## src/rtl/acc_pkg.sv

```systemverilog
package acc_pkg;

  // Which source updates the 40-bit accumulator in a cycle.
  typedef enum logic [1:0] {
    WR_HOLD = 2'd0,
    WR_ACC  = 2'd1,
    WR_SAT  = 2'd2,
    WR_BUS  = 2'd3
  } acc_wr_e;

  // Fixed priority: accumulate, then saturate, then bus loads.
  function automatic acc_wr_e pick_write(input logic acc_valid,
                                         input logic to_fb,
                                         input logic sat_cmd,
                                         input logic any_load);
    acc_wr_e sel;
    if (acc_valid)
      sel = to_fb ? WR_HOLD : WR_ACC;
    else if (sat_cmd)
      sel = WR_SAT;
    else if (any_load)
      sel = WR_BUS;
    else
      sel = WR_HOLD;
    return sel;
  endfunction

  // The overflow flag moves only when an accumulate happens.
  function automatic logic flag_update(input logic acc_valid);
    return acc_valid;
  endfunction

endpackage

```

## src/rtl/acc_round_unit.sv

```systemverilog
module acc_round_unit #(
  parameter int ACC_W   = 40,
  parameter int RND_POS = 16
) (
  input  logic [ACC_W-1:0] sum_in,
  input  logic             rnd_en,
  output logic [ACC_W-1:0] res_out,
  output logic             tie_hit
);

  localparam logic [ACC_W-1:0] HALF_LSB = ACC_W'(1) << (RND_POS - 1);
  localparam logic [RND_POS-1:0] TIE_PAT = RND_POS'(1) << (RND_POS - 1);

  // Returns 1 when the discarded field is exactly one half LSB.
  function automatic logic is_tie(input logic [ACC_W-1:0] v);
    return (v[RND_POS-1:0] == TIE_PAT);
  endfunction

  // Add one half LSB, then clear the new LSB on an exact tie.
  function automatic logic [ACC_W-1:0] round_even(input logic [ACC_W-1:0] v);
    logic [ACC_W-1:0] t;
    t = v + HALF_LSB;
    if (is_tie(v))
      t[RND_POS] = 1'b0;
    return t;
  endfunction

  logic [ACC_W-1:0] rounded;

  always_comb begin
    rounded = round_even(sum_in);
    tie_hit = is_tie(sum_in);
    res_out = rnd_en ? rounded : sum_in;
  end

endmodule

```

## src/rtl/acc_ovf_detect.sv

```systemverilog
module acc_ovf_detect #(
  parameter int GUARD_W = 9
) (
  input  logic [GUARD_W-1:0] top_bits,
  output logic               ovf
);

  // Overflow unless the window is a pure sign extension.
  function automatic logic window_ovf(input logic [GUARD_W-1:0] w);
    logic all_zero;
    logic all_one;
    all_zero = ~|w;
    all_one  = &w;
    return ~(all_zero | all_one);
  endfunction

  assign ovf = window_ovf(top_bits);

endmodule

```

## src/rtl/acc_sat_unit.sv

```systemverilog
module acc_sat_unit #(
  parameter int HI_W   = 8,
  parameter int WORD_W = 16
) (
  input  logic                       ovf_flag,
  input  logic                       sign_msb,
  output logic                       sat_fire,
  output logic                       sat_neg,
  output logic [HI_W+2*WORD_W-1:0]   sat_val
);

  localparam int ACC_W  = HI_W + 2 * WORD_W;
  localparam int KEEP_W = 2 * WORD_W - 1;
  localparam int SIGN_W = ACC_W - KEEP_W;

  // Full scale of the 32-bit field, sign-extended through the guard bits.
  localparam logic [ACC_W-1:0] POS_FULL = {{SIGN_W{1'b0}}, {KEEP_W{1'b1}}};
  localparam logic [ACC_W-1:0] NEG_FULL = {{SIGN_W{1'b1}}, {KEEP_W{1'b0}}};

  function automatic logic [ACC_W-1:0] clamp_for(input logic neg);
    return neg ? NEG_FULL : POS_FULL;
  endfunction

  always_comb begin
    sat_fire = ovf_flag;
    sat_neg  = sign_msb;
    sat_val  = clamp_for(sign_msb);
  end

endmodule

```

## src/rtl/acc_load_unit.sv

```systemverilog
module acc_load_unit #(
  parameter int HI_W   = 8,
  parameter int WORD_W = 16
) (
  input  logic [HI_W-1:0]   cur_hi,
  input  logic [WORD_W-1:0] cur_mid,
  input  logic [WORD_W-1:0] cur_lo,
  input  logic [WORD_W-1:0] bus_data,
  input  logic              ld_lo,
  input  logic              ld_mid,
  input  logic              ld_hi,
  output logic [HI_W-1:0]   nxt_hi,
  output logic [WORD_W-1:0] nxt_mid,
  output logic [WORD_W-1:0] nxt_lo,
  output logic              any_load
);

  logic [HI_W-1:0] sign_fill;

  // Each guard bit takes the sign of the loaded upper word.
  for (genvar g = 0; g < HI_W; g++) begin : g_fill
    assign sign_fill[g] = bus_data[WORD_W-1];
  end

  always_comb begin
    nxt_lo   = ld_lo  ? bus_data : cur_lo;
    nxt_mid  = ld_mid ? bus_data : cur_mid;
    // An explicit guard load beats the fill from an upper-word load.
    if (ld_hi)
      nxt_hi = bus_data[HI_W-1:0];
    else if (ld_mid)
      nxt_hi = sign_fill;
    else
      nxt_hi = cur_hi;
    any_load = ld_lo | ld_mid | ld_hi;
  end

endmodule

```

## src/rtl/acc_ext_reg.sv

```systemverilog
module acc_ext_reg #(
  parameter int HI_W   = 8,
  parameter int WORD_W = 16
) (
  input  logic                         clk,
  input  logic                         rst_n,
  input  logic                         acc_valid,
  input  logic [HI_W+2*WORD_W-1:0]     acc_sum,
  input  logic                         acc_round,
  input  logic                         acc_to_fb,
  input  logic                         sat_cmd,
  input  logic [WORD_W-1:0]            bus_data,
  input  logic                         ld_lo,
  input  logic                         ld_mid,
  input  logic                         ld_hi,
  output logic [HI_W-1:0]              mr_hi,
  output logic [WORD_W-1:0]            mr_mid,
  output logic [WORD_W-1:0]            mr_lo,
  output logic [WORD_W-1:0]            mr_hi_ext,
  output logic                         ovf_flag,
  output logic [WORD_W-1:0]            fb_word
);
  import acc_pkg::*;

  localparam int ACC_W   = HI_W + 2 * WORD_W;
  localparam int GUARD_W = HI_W + 1;
  localparam int MID_LSB = WORD_W;
  localparam int MID_MSB = 2 * WORD_W - 1;
  localparam int EXT_W   = WORD_W - HI_W;

  logic [ACC_W-1:0]  acc_q;
  logic              ovf_q;
  logic [WORD_W-1:0] fb_q;

  // Named internal events, observed by the checker.
  logic [ACC_W-1:0]  rnd_res;
  logic              rnd_mid;
  logic              ovf_next;
  logic              sat_fire;
  logic              sat_neg;
  logic [ACC_W-1:0]  sat_val;
  logic [HI_W-1:0]   ld_hi_nxt;
  logic [WORD_W-1:0] ld_mid_nxt;
  logic [WORD_W-1:0] ld_lo_nxt;
  logic              ld_any;
  acc_wr_e           wr_sel;
  logic [ACC_W-1:0]  acc_d;
  logic              ovf_d;
  logic [WORD_W-1:0] fb_d;

  acc_round_unit #(
    .ACC_W   (ACC_W),
    .RND_POS (WORD_W)
  ) u_round (
    .sum_in  (acc_sum),
    .rnd_en  (acc_round),
    .res_out (rnd_res),
    .tie_hit (rnd_mid)
  );

  acc_ovf_detect #(
    .GUARD_W (GUARD_W)
  ) u_ovf (
    .top_bits (rnd_res[ACC_W-1:ACC_W-GUARD_W]),
    .ovf      (ovf_next)
  );

  acc_sat_unit #(
    .HI_W   (HI_W),
    .WORD_W (WORD_W)
  ) u_sat (
    .ovf_flag (ovf_q),
    .sign_msb (acc_q[ACC_W-1]),
    .sat_fire (sat_fire),
    .sat_neg  (sat_neg),
    .sat_val  (sat_val)
  );

  acc_load_unit #(
    .HI_W   (HI_W),
    .WORD_W (WORD_W)
  ) u_load (
    .cur_hi   (acc_q[ACC_W-1:MID_MSB+1]),
    .cur_mid  (acc_q[MID_MSB:MID_LSB]),
    .cur_lo   (acc_q[WORD_W-1:0]),
    .bus_data (bus_data),
    .ld_lo    (ld_lo),
    .ld_mid   (ld_mid),
    .ld_hi    (ld_hi),
    .nxt_hi   (ld_hi_nxt),
    .nxt_mid  (ld_mid_nxt),
    .nxt_lo   (ld_lo_nxt),
    .any_load (ld_any)
  );

  always_comb begin
    wr_sel = pick_write(acc_valid, acc_to_fb, sat_cmd, ld_any);
    unique case (wr_sel)
      WR_ACC:  acc_d = rnd_res;
      WR_SAT:  acc_d = sat_fire ? sat_val : acc_q;
      WR_BUS:  acc_d = {ld_hi_nxt, ld_mid_nxt, ld_lo_nxt};
      default: acc_d = acc_q;
    endcase
    ovf_d = flag_update(acc_valid) ? ovf_next : ovf_q;
    fb_d  = (acc_valid && acc_to_fb) ? rnd_res[MID_MSB:MID_LSB] : fb_q;
  end

  always_ff @(posedge clk) begin
    if (!rst_n) begin
      acc_q <= '0;
      ovf_q <= 1'b0;
      fb_q  <= '0;
    end else begin
      acc_q <= acc_d;
      ovf_q <= ovf_d;
      fb_q  <= fb_d;
    end
  end

  assign mr_hi     = acc_q[ACC_W-1:MID_MSB+1];
  assign mr_mid    = acc_q[MID_MSB:MID_LSB];
  assign mr_lo     = acc_q[WORD_W-1:0];
  assign mr_hi_ext = {{EXT_W{acc_q[ACC_W-1]}}, acc_q[ACC_W-1:MID_MSB+1]};
  assign ovf_flag  = ovf_q;
  assign fb_word   = fb_q;

endmodule

```

## config.mk

```make
export PLATFORM = sky130hd
export DESIGN_NAME = acc_ext_reg
export DESIGN_NICKNAME = d
export VERILOG_FILES = /design/src/rtl/acc_pkg.sv /design/src/rtl/acc_round_unit.sv /design/src/rtl/acc_ovf_detect.sv /design/src/rtl/acc_sat_unit.sv /design/src/rtl/acc_load_unit.sv /design/src/rtl/acc_ext_reg.sv
export SDC_FILE = /design/constraint.sdc
export NUM_CORES = 1
export LEC_CHECK = 0
export BUFFER_PORTS_ARGS = -buffer_cell sky130_fd_sc_hd__clkbuf_2
export CAP_MARGIN = 10
export CORE_ASPECT_RATIO = 0.5
export CORE_MARGIN = 5
export CORE_UTILIZATION = 50
export CTS_BUF_LIST = sky130_fd_sc_hd__clkbuf_4 sky130_fd_sc_hd__clkbuf_8
export DETAILED_ROUTE_END_ITERATION = 7
export GPL_TIMING_DRIVEN = 0
export PLACE_DENSITY = 0.86
export SLEW_MARGIN = 20
export SYNTH_ARGS = -nofsm -noshare
export SYNTH_HDL_FRONTEND = slang
export SYNTH_SLANG_ARGS = --single-unit
```

## constraint.sdc

```tcl
create_clock -name clk -period 2.2 [get_ports clk]
set_clock_uncertainty 0.05 [all_clocks]
set_input_delay 0.11 -clock clk [delete_from_list [all_inputs] [get_ports clk]]
set_output_delay 0.11 -clock clk [all_outputs]
set_load 0.01 [all_outputs]
```

After elaboration in Yosys (flattened, before gate mapping):

Index checks and enable logic that the tools add are counted.

* divide/modulo/power cells: 0
* order comparisons: 0
* add/sub/neg operators: 1
* multipliers: 0
* bitwise gates (word level): 4
* shift-type cells: 0
* equal/unequal tests: 8
* reductions and logical operators: 8
* muxes and demuxes: 13

Operator list (number)
* 40-bit 2-to-1 mux: 3
* 40-bit case mux with 3 select lines: 1
* 40-bit by 16-bit adder with 40-bit output (second input constant): 1
* 16-bit 2-to-1 mux: 2
* 16-bit equality test (second input constant): 1
* 8-bit 2-to-1 mux: 2
* 3-bit AND reduction: 3
* 9-bit AND reduction: 1
* 9-bit OR reduction: 1
* 2-bit 2-to-1 mux: 3
* 2-bit != test (second input constant): 3
* 2-bit equality test (second input constant): 2
* 3-bit != test (second input constant): 1
* 1-bit OR: 3
* 3-bit nonzero test: 1
* 2-bit by 1-bit equality test with 1-bit output (second input constant): 1
* 1-bit 2-to-1 mux: 2
* 1-bit logical AND: 1
* 1-bit zero test: 1
* 1-bit NOT: 1

* memory bits (writable): 0
* latch bits: 0
* bits in read-only memories: 0
* memories kept: 0
* bits in registers: 57

Depth between registers and ports, before layout:

Gate-level depths: netlist of the first run.

* depth in word-level cells: 8
* mapped depth: 9
* gate-level depth less buffers: 8

Modules after synthesis:

From an unflattened synthesis of the first run, not the netlist that was laid out.

* cell total of the unflattened synthesis: 585
* area, all modules: 5093.6 µm²

Modules (own cells, without submodules)
* acc_ext_reg: cells each 378, area each 3460.8 µm², times used 1, sequential area each 1141.1 µm²
* acc_round_unit: cells each 93, area each 668.1 µm², times used 1, sequential area each 0.0 µm²
* acc_load_unit: cells each 64, area each 605.6 µm², times used 1, sequential area each 0.0 µm²
* acc_sat_unit: cells each 42, area each 311.5 µm², times used 1, sequential area each 0.0 µm²
* acc_ovf_detect: cells each 8, area each 47.5 µm², times used 1, sequential area each 0.0 µm²

Worst setup path after synthesis of the first run:

Ideal clock, no wire load.

* path kind: input to register
* start point: in acc_sum[23]
* end point: reg ovf_q, in the netlist ovf_flag
* arrival time: 1.756 ns
* path slack: 0.269 ns
* stages on the path: 7
* library setup time: 0.124 ns
* path buffers: 0
* cells stage by stage: nand4_1 -> nor4_1 -> nand3_1 -> xor2_1 -> or4_1 -> nor4_1 -> nor3_1

* longest elaborated chain between the ends: 6
* elaborated cells between the ends (all ways): 7
* those cells by class: add/sub: 1; mux: 1; bitwise: 2; reduce/logical: 3

Ends and longest elaborated chain
* from (decl): line acc_ext_reg.sv:8 `input logic [HI_W+2*WORD_W-1:0] acc_sum,`
* 40-bit by 16-bit adder with 40-bit output (*): line acc_round_unit.sv:22 `t = v + HALF_LSB;`
* 40-bit 2-to-1 mux (*): line acc_round_unit.sv:33 `res_out = rnd_en ? rounded : sum_in;`
* 9-bit OR reduction: line acc_ovf_detect.sv:12 `all_zero = ~|w;`
* 1-bit zero test: line acc_ovf_detect.sv:12
* 1-bit OR (*): line acc_ovf_detect.sv:14 `return ~(all_zero | all_one);`
* 1-bit NOT (*): line acc_ovf_detect.sv:14
* to (signal assigned): line acc_ext_reg.sv:115 `ovf_q <= ovf_d;`
* to (decl): line acc_ext_reg.sv:32 `logic ovf_q;`

Mark *: on every way between the ends. The rest lies on a longest branch, timed or not.
A chain may end at the register's enable or synchronous reset.

Worst setup path in the final report of the first run:

* start point: reg ovf_q, in the netlist ovf_flag
* end point: reg acc_q[20]

* longest elaborated chain between the ends: 2

Ends and longest elaborated chain
* 2-bit != test (no line)
* 3-bit AND reduction (no line)
* to (signal assigned): line acc_ext_reg.sv:110 `acc_q <= '0;`
* to (signal assigned): line acc_ext_reg.sv:114 `acc_q <= acc_d;`
* to (decl): line acc_ext_reg.sv:31 `logic [ACC_W-1:0] acc_q;`

No other way between the ends.

==> impl_metrics.json, run 1 <==
{
  "gp_congestion": 0.9799,
  "area_growth_pct": 31.20,
  "path_max_fanout": 10,
  "power_frac_comb": 0.235,
  "cp-end-kind": "flop",
  "drive_gt1_frac": 0.3346,
  "muxShareOfSynthArea": 0.01212,
  "core-area_um2": 6231,
  "holdWs_ps": 42.70,
  "power.density_nw_per_um2": 696.0,
  "antenna_found_initial": 0,
  "cts_num_sinks": 57,
  "dr_wl_met2_um": 4986,
  "r2r_end": "acc_q[20]",
  "ys.flop_type": "dfxtp_1",
  "crit_arrival_ps": 2300,
  "wire_per_inst_um": 18.04,
  "n_fill_cell": 528,
  "wl_met1_um": 4897,
  "antennaDiodeCount": 0,
  "grt_overflow": 0,
  "drt_pass1_iterations": 6,
  "grt_pass1_vias": 3457,
  "grt_max_degree": 14,
  "drc": 0,
  "reg2regPathDepth": 6,
  "criticalPathCategory": "reg2reg",
  "grt_first_pass_wirelength_um": 17330,
  "p_int_mw": 2.088,
  "initial_utilization": 0.5303,
  "clockBufferDepth": 2,
  "p_leak_nw": 2.154,
  "hold_depth": 3,
  "wl_met3_um": 1335,
  "nets": 605,
  "h-tree-depth": 3,
  "track_usage": 0.2624,
  "setup_ws_ps": 42.63,
  "die_w_um": 125.0,
  "mostFrequentLayoutCells": "clkbuf_2 (138), dfxtp_1 (57), nand2_1 (48)",
  "place_ws_ps": -228.9,
  "cts_tree": "done",
  "ios": 138,
  "ys_ff_latch": 57,
  "clock_power_share": 0.373,
  "p_sw_mw": 0.9299,
  "swShare": 0.3082,
  "holdPathEnd": "acc_q[28]",
  "die_h_um": 67.49,
  "synth_compound_area_frac": 0.2688,
  "hold_start": "bus_data[12]",
  "vias": 3762,
  "synth-xor-area-share": 0.06626,
  "rows": 20,
  "fin_crit_sh": 0.9806,
  "max-vdd-ir-drop_mv": 0.3127,
  "clock.fmax_ghz": 0.4635,
  "clk_pin_slew_ps": 80,
  "reg2reg_from": "ovf_flag",
  "port_buffers": 136,
  "maxCapViolCount": 0,
  "multiInputGateArea_um2": 1926,
  "ys_warn_count": 0,
  "synth_seq_area_share": 0.3453,
  "wirelength_um": 11400,
  "synth-async-reset-ratio": 0,
  "dr.max_layer_used": "met4",
  "synth_enable_flop_cells": 0,
  "cts_buffers": 9,
  "routed_via_density": 5.953,
  "fp.dieArea_um2": 8434,
  "start_kind": "flop",
  "fin_setup_tns_ps": 0,
  "finalCriticalPeriod_ps": 2157,
  "required_ps": 2340,
  "synth_top_family_by_area": "compound AO/OA/AOI/OAI gates",
  "r2r_setup_slack_ps": 40,
  "synth_cell_types": 49,
  "tightest_slew_ps": 867.5,
  "maxSlewHeadroom": 0.4167,
  "hold_viol": 0,
  "synthAdderAreaFrac": 0.003786,
  "rsz0062_at_grt": "no",
  "layout.area.seq_um2": 1141,
  "power_frac_seq": 0.392,
  "synthCells": 393,
  "drtIter0Drc": 399,
  "status": "complete, no violations",
  "netlist_area_um2": 3304,
  "finalSetupViolCount": 0,
  "holdCritPathClass": "in2reg",
  "ant_nets": 0,
  "final_common_cell": "clkbuf_2",
  "avgSynthCellArea_um2": 8.408,
  "drv_slew": 0,
  "insertion_delay_ps": 340,
  "cts-root-buf": "clkbuf_8",
  "synth.net_count": 459,
  "synth-simple-area-share": 0.2279,
  "dp_hpwl_um": 8999
}
Yosys cell counts, types with 7 or more instances:
cell       instances  area [um^2]
o211a_1           30        300.3
a221oi_1          16        140.1
nor4_1             7        43.79
nand2_1           48        180.2
xnor2_1           11        96.34
nor2_1            30        112.6
dfxtp_1           57         1141
a2111oi_0          9        78.83
xor2_1            14        122.6
nand3_1           10        50.05
a21oi_1           16        80.08
nor2b_1            8        50.05
buf_4             17        127.6
nand4_1           13        81.33
o21ai_0           10        50.05
clkbuf_1          23        86.33
critical path, stage by stage, from the launching register on:
cell and delay (ps):
dfxtp_1 380, nor2_1 60, o22ai_1 310, o21ai_2 200, clkbuf_2 230, a2111oi_0 650
nor3b_1 110
worst max path at each step:
stage,cells after the start,startpoint,to
after floorplan,7,acc_sum[23],ovf_flag
after global placement,9,ld_mid,acc_q[20]
after detailed placement,9,ld_mid,acc_q[20]
after CTS,9,ld_mid,acc_q[20]
after global routing,9,ld_mid,acc_q[39]
final,6,ovf_flag,acc_q[20]
kinds of logic after synthesis:
group / Yosys count
AOI/OAI and AO/OA: 112
xor gates and xnor gates: 25
adders and majority gates: 1
buffers and inverters: 49
DFF: 57
muxes: 4
and+or+nand+nor: 145
power groups by stage:
| stage | Combinational (mW) | Sequential [mW] | Clock, mW |
|---|---|---|---|
| 6_report | 0.709 | 1.18 | 1.13 |
| 5_1_grt | 0.767 | 1.19 | 1.19 |
| 4_1_cts | 0.695 | 1.18 | 1.13 |
| 3_5_place_dp | 0.689 | 1.20 | 0 |
| 3_3_place_gp | 0.678 | 1.20 | 0 |
| 2_1_floorplan | 0.345 | 1.24 | 0 |
registers in the layout (all words and copies together) (netlist names):
name and count:
acc_q 40, fb_word 16, ovf_flag 1
routing by layer:
| metal | track usage | vias up |
|---|---|---|
| li1 | - | 1750 |
| met1 | 0.3503 | 1736 |
| met3 | 0.07820 | 26 |
| met4 | 0.06622 | 0 |
| met5 | 0 | - |
| met2 | 0.4225 | 250 |
layout make-up:
class	count	area share
buffer	43	0.05310
clock buffer	10	0.03175
clock inverter	6	0.02107
inverter	5	0.004329
multi-input combinational	287	0.4442
sequential	57	0.2632
tap	88	0.02540
timing repair buffer	136	0.1570
metrics by stage:
step / instances / util / area (um^2) / total power [mW]
2_1_floorplan: 393 / - / 3304 / 1.583
3_3_place_gp: 617 / 0.6572 / 4095 / 1.879
3_5_place_dp: 617 / 0.6572 / 4095 / 1.894
4_1_cts: 633 / 0.6940 / 4324 / 3.010
5_1_grt: 632 / 0.6958 / 4335 / 3.150
6_report: 632 / 0.6958 / 4335 / 3.018
what timing repair did:
action / in CTS / in global routing
hold buffers: 0 / 0
gates resized for setup: 0 / 7
buffers inserted: 0 / 0
setup endpoints to repair: 0 / 27
No activity file was read; power rests on OpenSTA's default activity.
==> run 2, diff against run 1 <==
--- a/config.mk
+++ b/config.mk
@@ -5,15 +5,17 @@
 export SDC_FILE = /design/constraint.sdc
 export NUM_CORES = 1
 export LEC_CHECK = 0
+export ABC_AREA = 1
 export BUFFER_PORTS_ARGS = -buffer_cell sky130_fd_sc_hd__clkbuf_2
 export CAP_MARGIN = 10
 export CORE_ASPECT_RATIO = 0.5
 export CORE_MARGIN = 5
 export CORE_UTILIZATION = 50
 export CTS_BUF_LIST = sky130_fd_sc_hd__clkbuf_4 sky130_fd_sc_hd__clkbuf_8
+export CTS_CLUSTER_DIAMETER = 100
 export DETAILED_ROUTE_END_ITERATION = 7
 export GPL_TIMING_DRIVEN = 0
-export PLACE_DENSITY = 0.86
+export PLACE_DENSITY = 0.85
 export SLEW_MARGIN = 20
 export SYNTH_ARGS = -nofsm -noshare
 export SYNTH_HDL_FRONTEND = slang
==> run 2 against run 1 <==
  * First-iteration DRC count up 32%
  * Non-clock buffer count fell by 1
  * Routed wire length down 1.8%
  * Maximum frequency up 9.7%
  * Largest power group unchanged
  * Highest routed layer unchanged
==> impl_metrics.json, run 2 <==
{
  "finalInstanceArea_um2": 4417,
  "core-area_um2": 6648,
  "dpl_cell_area_um2": 4195,
  "dp_hpwl_um": 8940,
  "cpPeakStageDelay_ps": 540,
  "ant_nets": 0,
  "nets": 716,
  "synth_seq_area_share": 0.3357,
  "dp.cells": 727,
  "tightest_slew_ps": 562.5,
  "p_leak_nw": 2.264,
  "finalSetupViolCount": 0,
  "power.density_nw_per_um2": 660.4,
  "crit_buf_inv": 4,
  "vias": 4015,
  "crit_path_frequent_cell": "o21ai_0",
  "ys.flop_type": "dfxtp_1",
  "crit_arrival_ps": 2200,
  "rsz0062_at_grt": "no",
  "ios": 138,
  "yosysTopAreaCellShare": 0.3357,
  "largest_register_ffs": 40,
  "h-tree-depth": 3,
  "final_common_cell": "clkbuf_2",
  "grtUsageMet1": 0.3429,
  "cts_num_sinks": 57,
  "hold_viol": 0,
  "mostFrequentLayoutCells": "clkbuf_2 (136), nand2_1 (104), o21ai_0 (63)",
  "start_kind": "input pin",
  "post-cts-setup-buffers": 0,
  "cts-root-buf": "clkbuf_8",
  "synth_enable_flop_cells": 0,
  "drv_slew": 0,
  "crit_path_cell_trace": "dlygate4sd3_1 -> clkbuf_2 -> inv_1 -> nand2_2 -> nor2_4 -> inv_2 -> o21ai_0 -> o21ai_0 -> a21oi_1",
  "die_w_um": 126.6,
  "grt_pass1_vias": 3392,
  "drive_gt1_frac": 0.3069,
  "fin_setup_tns_ps": 0,
  "clockBufferDepth": 2,
  "criticalPathCategory": "in2reg",
  "antenna_found_initial": 0,
  "holdCritPathClass": "in2reg",
  "track_usage": 0.2571,
  "gp_congestion": 0.9490,
  "cts_buffers": 9,
  "synthTopCellsByCount": "nand2_1 (104), o21ai_0 (63), dfxtp_1 (57), nor2_1 (52), a21oi_1 (50)",
  "wire_per_inst_um": 14.99,
  "maxSlewHeadroom": 0.6210,
  "drtIter0Drc": 525,
  "max-vdd-ir-drop_mv": 0.2795,
  "routed_via_density": 5.375,
  "grt_overflow": 0,
  "final_cells": 747,
  "wirelength_um": 11190,
  "gr-usage-met3": 0.09041,
  "fp.dieArea_um2": 8648,
  "fin_crit_sh": 0.8936,
  "grt_use_met2": 0.4020,
  "grt_first_pass_wirelength_um": 16910,
  "finalCriticalPeriod_ps": 1966,
  "synth_cell_types": 39,
  "synth-async-reset-ratio": 0,
  "port_buffers": 136,
  "cts_resized": 0,
  "initial_utilization": 0.5114,
  "yosysTopAreaCell": "dfxtp_1",
  "clk_pin_slew_ps": 70,
  "antennaDiodeCount": 0,
  "synth.area.top_cells": "dfxtp_1 (34%), nand2_1 (11%), o21ai_0 (9.3%)",
  "drc": 0,
  "critPathSlowestCell": "dlygate4sd3_1",
  "area_growth_pct": 29.92,
  "busiest_layer": "met2",
  "cp-end-kind": "flop",
  "regMostFlops": "acc_q",
  "yosysMostFrequentCell": "nand2_1",
  "die_h_um": 68.31,
  "avgSynthCellArea_um2": 6.813,
  "r2r_setup_slack_ps": 480,
  "status": "complete, no violations",
  "rows": 21,
  "required_ps": 2440,
  "ys_warn_count": 0,
  "insertion_delay_ps": 360,
  "ys_ff_latch": 57,
  "path_max_fanout": 10,
  "synth.net_count": 565,
  "maxCapViolCount": 0,
  "cts_tree": "done",
  "path_delay_family": "buffers and inverters",
  "drt_pass1_iterations": 5,
  "synthCells": 499,
  "clock.fmax_ghz": 0.5087,
  "netlist_area_um2": 3400,
  "grt_max_degree": 14,
  "n_fill_cell": 617
}
==> run 2: cell count changes after synthesis, moves of 12 or more <==
cell | previous run | this run
a21oi_1 | 16 | 50
a221oi_1 | 16 | 0
o21ai_0 | 10 | 63
o211a_1 | 30 | 0
nand2_1 | 48 | 104
inv_1 | 5 | 47
nor2_1 | 30 | 52
clkbuf_1 | 23 | 11
==> run 2: worst min-delay path: stages <==
cell,delay (ps)
clkbuf_2,100
a21oi_1,60
a21oi_1,120
==> run 2: cells by family after synthesis <==
family	count (synthesis)	synth area share
xor+xnor	14	0.03607
compound gates	144	0.2455
simple gates	193	0.2514
fa+ha+maj	1	0.003680
buf+inv	90	0.1277
flops	57	0.3357
==> run 2: worst paths after layout <==
kind	start	endpoint	cells past startpoint
max	acc_valid	acc_q[22]	9
min reg2reg	acc_q[17]	acc_q[17]	2
max reg2reg	acc_q[39]	acc_q[0]	6
min	acc_sum[12]	acc_q[12]	3
==> run 2: through the flow <==
stage / hold WS (ps) / setup slack (ps) / util / power (mW)
6_report: 16.40 / 234.0 / 0.6644 / 2.917
3_3_place_gp: 328.8 / 479.9 / 0.6311 / 1.979
2_1_floorplan: 202.7 / 814.8 / - / 1.667
4_1_cts: 18.19 / 311.0 / 0.6644 / 2.904
5_1_grt: 9.786 / 94.41 / 0.6644 / 3.070
3_5_place_dp: 335.1 / 475.7 / 0.6311 / 1.993
==> run 2: timing repair <==
action	in CTS	in global routing
endpoints found under the hold margin	4	0
hold buffers	4	0
setup endpoints to repair	0	0
==> run 2: where the power goes <==
group / switching, mW / leakage, nW / internal [mW]
logic: 0.468 / 1.69 / 0.321
registers: 0.0661 / 0.473 / 1.14
clock network: 0.436 / 0.100 / 0.489
==> run 2: area by class of cell <==
class | count | area, um^2 | area share
multi-input cells | 352 | 1824 | 0.4130
plain buffers | 38 | 239.0 | 0.05411
clock inverters | 3 | 15.01 | 0.003399
flip-flops and latches | 57 | 1141 | 0.2584
well taps | 92 | 115.1 | 0.02606
repair buffers | 140 | 720.7 | 0.1632
clock buffers | 13 | 166.4 | 0.03768
inverters | 52 | 195.2 | 0.04419
==> run 2: layer usage <==
layer | part of all wire | up-vias
met5 | 0 | -
met2 | 0.44 | 224
met1 | 0.42 | 1824
met4 | 0.019 | 0
li1 | - | 1947
met3 | 0.13 | 20
==> run 3, diff against run 2 <==
--- a/config.mk
+++ b/config.mk
@@ -15,6 +15,7 @@
 export CTS_CLUSTER_DIAMETER = 100
 export DETAILED_ROUTE_END_ITERATION = 7
 export GPL_TIMING_DRIVEN = 0
+export HOLD_SLACK_MARGIN = 0.08
 export PLACE_DENSITY = 0.85
 export SLEW_MARGIN = 20
 export SYNTH_ARGS = -nofsm -noshare
==> run 3 against run 2 <==
  * Total power is 2.6% higher
  * Die area unchanged
  * Clock-buffer cell count unchanged
  * Via count grew 4.1%
  * Sequential power hardly changed
  * Flip-flop and latch count did not move
  * Critical path depth is 1 higher
  * Non-clock buffer count up 31
  * Critical path type unchanged
  * Largest power group unchanged
==> impl_metrics.json, run 3 (synthesis results as in run 2) <==
{
  "rows": 21,
  "status": "complete, no violations",
  "drtIter0Drc": 603,
  "drive_gt1_frac": 0.3105,
  "routed_via_density": 5.370,
  "crit_arrival_ps": 2320,
  "hold_depth": 5,
  "drt_pass1_iterations": 6,
  "grt_max_degree": 14,
  "hold_viol": 0,
  "h-tree-depth": 3,
  "swShare": 0.3333,
  "maxSlewHeadroom": 0.6019,
  "start_kind": "input pin",
  "rsz0062_at_grt": "yes",
  "required_ps": 2390,
  "cts_num_sinks": 57,
  "cts_buffers": 9,
  "grt_pass1_vias": 3589,
  "antenna_found_initial": 0,
  "antennaDiodeCount": 0,
  "drc": 0,
  "place_ws_ps": 475.7,
  "finalInstanceArea_um2": 4708,
  "clk_pin_slew_ps": 70,
  "power_frac_comb": 0.287,
  "cts-root-buf": "clkbuf_8",
  "wire_per_inst_um": 15.46,
  "finalCriticalPeriod_ps": 2125,
  "power.density_nw_per_um2": 635.4,
  "ios": 138,
  "insertion_delay_ps": 360,
  "die_h_um": 68.31,
  "hold_start": "acc_sum[16]",
  "layout.area.seq_um2": 1142,
  "grt_overflow": 0,
  "max-vdd-ir-drop_mv": 0.2911,
  "ant_nets": 0,
  "cp-end-kind": "flop",
  "vias": 4178,
  "regMostFlops": "acc_q",
  "r2r_setup_slack_ps": 190,
  "holdPathEnd": "acc_q[16]",
  "finalSetupViolCount": 0,
  "grt_first_pass_wirelength_um": 17850,
  "dp_hpwl_um": 8940,
  "holdCritPathClass": "in2reg",
  "gp_congestion": 0.9490,
  "dpl_cell_area_um2": 4195,
  "port_buffers": 136,
  "p_sw_mw": 0.9971,
  "initial_utilization": 0.5114,
  "clock.fmax_ghz": 0.4706,
  "reg2regPathDepth": 5,
  "multiInputGateArea_um2": 1824,
  "area_growth_pct": 38.50,
  "criticalPathCategory": "in2reg",
  "holdWs_ps": 101.4,
  "wirelength_um": 12030,
  "fin_crit_sh": 0.9659,
  "clock_power_share": 0.310,
  "tightest_slew_ps": 590.9,
  "fin_setup_tns_ps": 0,
  "cts_tree": "done",
  "drv_slew": 0,
  "largest_register_ffs": 40,
  "maxCapViolCount": 0,
  "track_usage": 0.2717,
  "reg2reg_from": "acc_q[39]",
  "core-area_um2": 6648,
  "mostFrequentLayoutCells": "clkbuf_2 (136), nand2_1 (104), o21ai_0 (63)",
  "fp.dieArea_um2": 8648,
  "path_max_fanout": 10,
  "nets": 747,
  "n_fill_cell": 580,
  "setup_ws_ps": 74.95,
  "clockBufferDepth": 2,
  "power_frac_seq": 0.403,
  "r2r_end": "acc_q[10]",
  "final_common_cell": "clkbuf_2",
  "p_leak_nw": 2.409,
  "p_int_mw": 1.994,
  "die_w_um": 126.6
}
## run 3: worst max-delay path by stage
stage	from	to
after CTS	acc_valid	acc_q[8]
after detailed placement	ld_lo	acc_q[22]
after global routing	acc_valid	acc_q[8]
after global placement	acc_sum[15]	ovf_flag
final	acc_valid	acc_q[9]
after floorplan	acc_sum[15]	ovf_flag
## run 3: worst max-delay path: stages
cell	delay (ps)
clkbuf_2	120
dlygate4sd3_1	580
inv_2	70
nand2_2	90
nand2_4	120
clkinv_1	220
buf_2	270
nand2_1	80
a31oi_1	80
dlygate4sd3_1	580
## run 3: area by class of cell
cell class                 instances  area share
multi-input combinational        352      0.3875
timing repair buffer             171      0.2137
clock buffer                      13     0.03534
buffer                            38     0.05182
clock inverter                     3    0.003189
sequential                        57      0.2426
inverter                          52     0.04146
tap                               92     0.02445
## run 3: per-layer routing
layer | vias up | wire length, um | global-route usage
li1 | 2000 | - | -
met1 | 1872 | 4921 | 0.3447
met2 | 272 | 5390 | 0.4414
met3 | 34 | 1459 | 0.1013
met4 | 0 | 259 | 0.07219
met5 | - | 0 | 0
## run 3: timing repair
| action | in CTS | in global routing |
|---|---|---|
| endpoints found under the setup margin | 0 | 4 |
| resized for setup | 0 | 6 |
| hold buffers | 26 | 0 |
| setup buffers | 0 | 8 |
| endpoints found under the hold margin | 22 | 0 |
## run 3: power by group through the flow
stage | registers, mW | logic [mW] | clock network, mW
2_1_floorplan | 1.26 | 0.407 | 0
3_3_place_gp | 1.22 | 0.758 | 0
3_5_place_dp | 1.22 | 0.769 | 0
4_1_cts | 1.20 | 0.816 | 0.923
5_1_grt | 1.22 | 0.931 | 0.992
6_report | 1.20 | 0.859 | 0.928
## run 3: per-stage QoR
| step | instances | util | power [mW] |
|---|---|---|---|
| 6_report | 778 | 0.7083 | 2.992 |
| 5_1_grt | 778 | 0.7083 | 3.140 |
| 4_1_cts | 769 | 0.6975 | 2.940 |
| 2_1_floorplan | 499 | - | 1.667 |
| 3_3_place_gp | 727 | 0.6311 | 1.979 |
| 3_5_place_dp | 727 | 0.6311 | 1.993 |
